$ cat src/rtl/wdt_guard_pkg.sv
package wdt_guard_pkg;

  localparam logic [7:0]  PW_ARM    = 8'hBE;
  localparam logic [7:0]  PW_COMMIT = 8'hDC;
  localparam logic [31:0] ARM_WORD  = {8'h00, PW_ARM, 16'h0000};
  localparam logic [1:0]  CSEL_RUN  = 2'b11;
  localparam int          RELOAD_W  = 16;

  localparam int OFF_CTRL  = 'h0;
  localparam int OFF_CAUSE = 'h4;
  localparam int OFF_STAT  = 'h8;

  typedef enum logic {UL_IDLE, UL_ARMED} unlock_t;

  typedef struct packed {
    logic                run;
    logic [1:0]          pwr;
    logic [1:0]          csel;
    logic [RELOAD_W-1:0] reload;
  } wdt_cfg_t;

  function automatic logic [7:0] pw_byte(input logic [31:0] w);
    return w[23:16];
  endfunction

  function automatic logic is_arm(input logic [31:0] w);
    return w == ARM_WORD;
  endfunction

  function automatic wdt_cfg_t cfg_decode(input logic [31:0] w);
    wdt_cfg_t c;
    c.run    = w[31];
    c.pwr    = w[27:26];
    c.csel   = w[25:24];
    c.reload = w[15:0];
    return c;
  endfunction

  function automatic logic [31:0] cfg_pack(input wdt_cfg_t c,
                                           input logic [RELOAD_W-1:0] low);
    return {c.run, 3'b000, c.pwr, c.csel, 8'h00, low};
  endfunction

  function automatic logic ticking(input wdt_cfg_t c);
    return c.run && (c.csel == CSEL_RUN);
  endfunction

endpackage

$ cat src/rtl/wdt_unlock.sv
module wdt_unlock
  import wdt_guard_pkg::*;
(
  input  logic        clk,
  input  logic        rst_n,
  input  logic        wr_ctrl,
  input  logic        wr_other,
  input  logic [31:0] wdata,
  output logic        armed,
  output logic        commit
);

  unlock_t state;
  logic    any_wr;

  assign any_wr = wr_ctrl || wr_other;
  assign armed  = (state == UL_ARMED);
  assign commit = armed && wr_ctrl && (pw_byte(wdata) == PW_COMMIT);

  always_ff @(posedge clk or negedge rst_n) begin
    if (!rst_n) begin
      state <= UL_IDLE;
    end else if (armed && any_wr) begin
      state <= UL_IDLE;
    end else if (wr_ctrl && is_arm(wdata)) begin
      state <= UL_ARMED;
    end
  end


  arm_drop_chk: assert property (@(posedge clk) disable iff (!rst_n)
    (armed && any_wr) |=> !armed);


  arm_entry_chk: assert property (@(posedge clk) disable iff (!rst_n)
    (!armed && !wr_ctrl) |=> !armed);

endmodule

$ cat src/rtl/wdt_prescale.sv
module wdt_prescale #(
  parameter int DIV = 262144
) (
  input  logic clk,
  input  logic rst_n,
  input  logic run,
  input  logic restart,
  output logic tick
);

  generate
    if (DIV <= 1) begin : g_pass
      assign tick = run;
    end else begin : g_div
      localparam int PW = $clog2(DIV);
      localparam logic [PW-1:0] LAST = PW'(DIV - 1);
      logic [PW-1:0] pcnt;

      assign tick = run && (pcnt == LAST);

      always_ff @(posedge clk or negedge rst_n) begin
        if (!rst_n) begin
          pcnt <= '0;
        end else if (restart || !run || tick) begin
          pcnt <= '0;
        end else begin
          pcnt <= pcnt + 1'b1;
        end
      end


      restart_gap_chk: assert property (@(posedge clk) disable iff (!rst_n)
        restart |=> !tick);
    end
  endgenerate


  tick_gate_chk: assert property (@(posedge clk) disable iff (!rst_n)
    tick |-> run);

endmodule

$ cat src/rtl/wdt_countdown.sv
module wdt_countdown #(
  parameter int W = 16
) (
  input  logic         clk,
  input  logic         rst_n,
  input  logic         load,
  input  logic [W-1:0] load_val,
  input  logic         run,
  input  logic         tick,
  output logic [W-1:0] count,
  output logic         expire
);

  logic step;

  assign step   = run && tick && !load;
  assign expire = step && (count <= W'(1));

  always_ff @(posedge clk or negedge rst_n) begin
    if (!rst_n) begin
      count <= '0;
    end else if (load) begin
      count <= load_val;
    end else if (step && count != '0) begin
      count <= count - 1'b1;
    end
  end


  no_rise_chk: assert property (@(posedge clk) disable iff (!rst_n)
    !load |=> (count <= $past(count)));


  zero_after_expire_chk: assert property (@(posedge clk) disable iff (!rst_n)
    expire |=> (count == '0));

endmodule

$ cat src/rtl/wdt_guard.sv
module wdt_guard
  import wdt_guard_pkg::*;
#(
  parameter int ADDR_W   = 4,
  parameter int PRESCALE = 262144
) (
  input  logic              clk,
  input  logic              por_n,
  input  logic              rst_n,
  input  logic [ADDR_W-1:0] bus_addr,
  input  logic              bus_we,
  input  logic [31:0]       bus_wdata,
  output logic [31:0]       bus_rdata,
  output logic              wdt_reset_req
);

  localparam logic [ADDR_W-1:0] A_CTRL  = ADDR_W'(OFF_CTRL);
  localparam logic [ADDR_W-1:0] A_CAUSE = ADDR_W'(OFF_CAUSE);
  localparam logic [ADDR_W-1:0] A_STAT  = ADDR_W'(OFF_STAT);

  logic                core_rst_n;
  logic                wr_ctrl, wr_other;
  logic                armed, commit;
  logic                run, tick, expire;
  logic [RELOAD_W-1:0] count;
  logic                cause;
  wdt_cfg_t            cfg;
  wdt_cfg_t            new_cfg;

  assign core_rst_n = por_n && rst_n;
  assign wr_ctrl    = bus_we && (bus_addr == A_CTRL);
  assign wr_other   = bus_we && (bus_addr != A_CTRL);
  assign new_cfg    = cfg_decode(bus_wdata);
  assign run        = ticking(cfg);

  wdt_unlock u_unlock (
    .clk      (clk),
    .rst_n    (core_rst_n),
    .wr_ctrl  (wr_ctrl),
    .wr_other (wr_other),
    .wdata    (bus_wdata),
    .armed    (armed),
    .commit   (commit)
  );

  wdt_prescale #(.DIV(PRESCALE)) u_prescale (
    .clk     (clk),
    .rst_n   (core_rst_n),
    .run     (run),
    .restart (commit),
    .tick    (tick)
  );

  wdt_countdown #(.W(RELOAD_W)) u_count (
    .clk      (clk),
    .rst_n    (core_rst_n),
    .load     (commit),
    .load_val (new_cfg.reload),
    .run      (run),
    .tick     (tick),
    .count    (count),
    .expire   (expire)
  );

  always_ff @(posedge clk or negedge core_rst_n) begin
    if (!core_rst_n) begin
      cfg           <= '0;
      wdt_reset_req <= 1'b0;
    end else begin
      wdt_reset_req <= expire;
      if (commit) begin
        cfg <= new_cfg;
      end else if (expire) begin
        cfg.run <= 1'b0;
      end
    end
  end

  always_ff @(posedge clk or negedge por_n) begin
    if (!por_n) begin
      cause <= 1'b0;
    end else if (expire) begin
      cause <= 1'b1;
    end
  end

  always_comb begin
    unique case (bus_addr)
      A_CTRL:  bus_rdata = cfg_pack(cfg, cfg.reload);
      A_STAT:  bus_rdata = cfg_pack(cfg, count);
      A_CAUSE: bus_rdata = {cause, 31'b0};
      default: bus_rdata = '0;
    endcase
  end


  pulse_once_chk: assert property (@(posedge clk) disable iff (!core_rst_n)
    wdt_reset_req |=> !wdt_reset_req);


  self_stop_chk: assert property (@(posedge clk) disable iff (!core_rst_n)
    wdt_reset_req |-> !cfg.run);


  cfg_hold_chk: assert property (@(posedge clk) disable iff (!core_rst_n)
    (!commit && !expire) |=> $stable(cfg));


  cause_sticky_chk: assert property (@(posedge clk) disable iff (!por_n)
    cause |=> cause);


  cause_follow_chk: assert property (@(posedge clk) disable iff (!core_rst_n)
    wdt_reset_req |-> cause);

endmodule

$ cat config.mk
export PLATFORM = sky130hd
export DESIGN_NAME = wdt_guard
export DESIGN_NICKNAME = d
export VERILOG_FILES = /design/src/rtl/wdt_guard_pkg.sv /design/src/rtl/wdt_unlock.sv /design/src/rtl/wdt_prescale.sv /design/src/rtl/wdt_countdown.sv /design/src/rtl/wdt_guard.sv
export SDC_FILE = /design/constraint.sdc
export NUM_CORES = 1
export LEC_CHECK = 0
export BUFFER_PORTS_ARGS = -buffer_cell sky130_fd_sc_hd__buf_2
export CAP_MARGIN = 20
export CORE_MARGIN = 3
export CORE_UTILIZATION = 25
export CTS_BUF_LIST = sky130_fd_sc_hd__clkbuf_8
export DETAILED_ROUTE_END_ITERATION = 12
export MAX_ROUTING_LAYER = met4
export PLACE_DENSITY_LB_ADDON = 0.25
export SLEW_MARGIN = 20
export SYNTH_ARGS = -nofsm -noshare
export SYNTH_HDL_FRONTEND = slang
export SYNTH_SLANG_ARGS = --single-unit
$ cat constraint.sdc
create_clock -name clk -period 2.5 [get_ports clk]
set_clock_uncertainty 0.05 [all_clocks]
set_input_delay 0.125 -clock clk [delete_from_list [all_inputs] [get_ports clk]]
set_output_delay 0.125 -clock clk [all_outputs]
set_load 0.02 [all_outputs]
==> flow_metrics.py <==
metrics = {
    "floorplanning": {
        "die_area_mm2": 0.0144,
        "core_area_mm2": 0.0127,
        "io_pins": 73,
        "die_h_um": 120,
        "die_w_um": 120,
        "num_rows": 41,
        "initial_utilization": 0.257,
    },
    "worst_setup_path": {
        "startpoint": "u_count.count[0]$_DFFE_PN0P_",
        "cp_data_required_time_ns": 2.73,
        "max_stage_delay_ns": 0.56,
        "end_kind": "register",
        "r2r_start": "u_count.count[0]$_DFFE_PN0P_",
        "path_max_fanout": 11,
        "slowest_stage": "or4_4",
        "cp-start-kind": "register",
        "critPathKind": "register to register",
        "critPathBufInv": 1,
        "worst_ep_arrival_time_ns": 2.58,
        "crit_path_cell_trace": "inv_1, ha_1, nor3b_1, and4_1, or4_4, or4b_1, nand3_1",
        "cpLargestDelayFamily": "simple AND/OR/NAND/NOR gates",
    },
    "drt": {
        "drt-initial-drc-count": 171,
        "wl_per_cell_um": 14.2,
        "ant_nets": 0,
        "routed_wl_um": 8990,
        "viasPerCell": 4.45,
        "dr.pass1.iters": 4,
        "vias": 2823,
        "remaining_drc_errors": 0,
    },
    "clock_network": {
        "cts_tree": "built",
        "post_cts_buffers": 0,
        "clock-root-buffer": "clkbuf_8",
        "worstSkewPairLatency_ns": 0.34,
        "cts_buffer_depth": 2,
        "cts.sinks": 58,
        "clk_pin_slew_worst_paths_ns": 0.07,
        "cts_made_buffers": 9,
        "htreeDepth": 3,
    },
    "synth": {
        "synth.area.top_cells": "dfrtp_1, nand2_1, nor2_1",
        "synth-edff-count": 0,
        "ys_types": 48,
        "synth.yosys.seq_area_share": 0.445,
        "ys_seq_elements": 58,
        "synth_cells": 367,
        "synth.avg_cell_area_um2": 8.88,
        "synth_largest_area_cell": "dfrtp_1",
        "synth_most_common_cell": "nand2_1",
        "synth_common_cells": "nand2_1, dfrtp_1, nor2_1",
        "yosys_warnings": 0,
        "netlist_area_mm2": 0.00326,
        "synth-main-ff-cell": "dfrtp_1",
        "postSynth.asyncResetShare": 1.00,
        "netlist.area_leader.share": 0.445,
    },
    "status": {
        "status": "complete, no violations",
    },
    "worst_hold_path": {
        "hp-class": "input pin to register",
        "worstHoldStart": "bus_wdata[30]",
    },
    "grt": {
        "grt_pass1_wl_um": 14900,
        "grt_most_used_layer": "met2",
        "gr-usage-met3": 0.0323,
        "grt_max_degree": 32,
        "gr-total-overflow": 0,
        "grt_usage": 0.136,
        "grt_pass1_vias": 2892,
        "antenna_found_initial": 0,
        "use_met1": 0.172,
        "met2_usage": 0.217,
    },
    "timing": {
        "rsz0062_at_grt": "false",
        "finalCritPeriodShare": 0.939,
        "min_period_ns": 2.35,
        "setup_tns_ns": 0,
        "hold_viol": 0,
        "setup_viol": 0,
        "max-slew-margin-rel": 0.541,
        "finalMaxSlewViolations": 0,
        "worst_pin_slew_ns": 0.688,
        "fmax_ghz": 0.426,
    },
    "cells_and_area": {
        "antenna_cells": 0,
        "layout.cells.non_filler": 634,
        "area_growth_pct": 28.3,
        "nets": 501,
        "final_layout_size_suffix_gt1_frac": 0.216,
    },
    "place": {
        "place_inst": 594,
        "dp.final_hpwl_um": 6670,
        "port_buffers": 61,
        "gp_congestion": 0.863,
    },
    "pwr": {
        "leakagePower_uw": 0.00192,
        "powerDensity_mw_per_mm2": 451,
        "power.total_uw": 1890,
        "peakVddDrop_v": 0.000236,
    },
    "job": {
        "maxCapViolCount": 0,
    },
}
-- what timing repair did --
action / CTS / global route
hold endpoints to repair: 58 / 0
resized for setup: 0 / 1
hold buffers: 24 / 0
setup endpoints to repair: 0 / 2
-- sequential cells by signal, summed over array words and instances (netlist names) --
register,cells
cfg,21
u_prescale.g_div.pcnt,18
u_count.count,16
cause,1
u_unlock.armed,1
wdt_reset_req,1
-- cells in the final DEF, fill, tap and decap left out, types with 6 or more instances in the layout --
master and count:
xnor2_1 13, xor2_1 10, inv_1 7, dfrtp_1 58
nand3_1 10, clkbuf_8 12, nand2_1 74, buf_2 61
mux2i_1 17, conb_1 11, o21ai_0 10, nor2_1 49
buf_4 12, or3_1 6, nand4_1 9, nor4_1 15
dlygate4sd3_1 24
-- report_power, final --
part | switching, µW | internal (µW) | total (µW) | leakage [µW]
sequential | 0.0791 | 939 | 939 | 0.000743
combinational | 90.5 | 71.2 | 162 | 0.00107
clock | 357 | 430 | 788 | 0.000105
-- area by class of cell --
class	count	area (µm²)
tap	172	215
clock buffer	12	165
sequential	58	1450
multi-input combinational	285	1660
timing repair buffer	98	656
fill	1378	8490
clock inverter	4	17.5
inverter	5	18.8
-- worst paths after layout --
kind	to	cells after the start	slack (ns)
worst min-delay path	u_unlock.armed$_DFFE_PN0P_	4	0.03
worst max register to register	u_count.count[6]$_DFFE_PN0P_	7	0.15
worst min register to register	cause$_DFFE_PN0P_	1	0.42
worst max-delay path	u_count.count[6]$_DFFE_PN0P_	7	0.15
max in group asynchronous	u_prescale.g_div.pcnt[10]$_DFF_PN0_	4	1.30
min in group asynchronous	cause$_DFFE_PN0P_	2	0.07
-- layer usage --
layer | part of all wire | up-vias | wire [µm]
met4 | 0.010 | 0 | 94
met1 | 0.46 | 1343 | 4130
li1 | - | 1426 | -
met3 | 0.034 | 7 | 308
met5 | 0 | - | 0
met2 | 0.50 | 47 | 4460
-- per-stage QoR --
| step | hold WS, ns | setup slack [ns] | instance area (µm²) | util |
|---|---|---|---|---|
| CTS | 0.0116 | 0.114 | 4180 | 0.330 |
| global placement | -0.139 | 0.170 | 3760 | 0.297 |
| detailed placement | -0.137 | 0.126 | 3760 | 0.297 |
| floorplan | -0.221 | 0.169 | 3300 | - |
| global route | 0.0308 | 0.0272 | 4180 | 0.330 |
| finish | 0.0317 | 0.152 | 4180 | 0.330 |
-- kinds of logic (layout without fill, tap and decap cells) --
family / count (synthesis) / after routing / share of synthesized area
flip-flops: 58 / 58 / 0.445
AO/OA/AOI/OAI: 24 / 24 / 0.0445
adder cells (fa/ha/maj): 4 / 4 / 0.0154
multiplexers: 17 / 17 / 0.0522
other: 1 / 11 / 0.00115
buffers and inverters: 34 / 119 / 0.0587
AND/OR/NAND/NOR: 206 / 206 / 0.321
XOR/XNOR: 23 / 23 / 0.0618
-- tightest hold or removal path, stage by stage --
cell,delay [ns]
buf_2,0.07
nor4_1,0.03
nand3_1,0.08
o32ai_1,0.07
(Power assumes the default switching activity.)
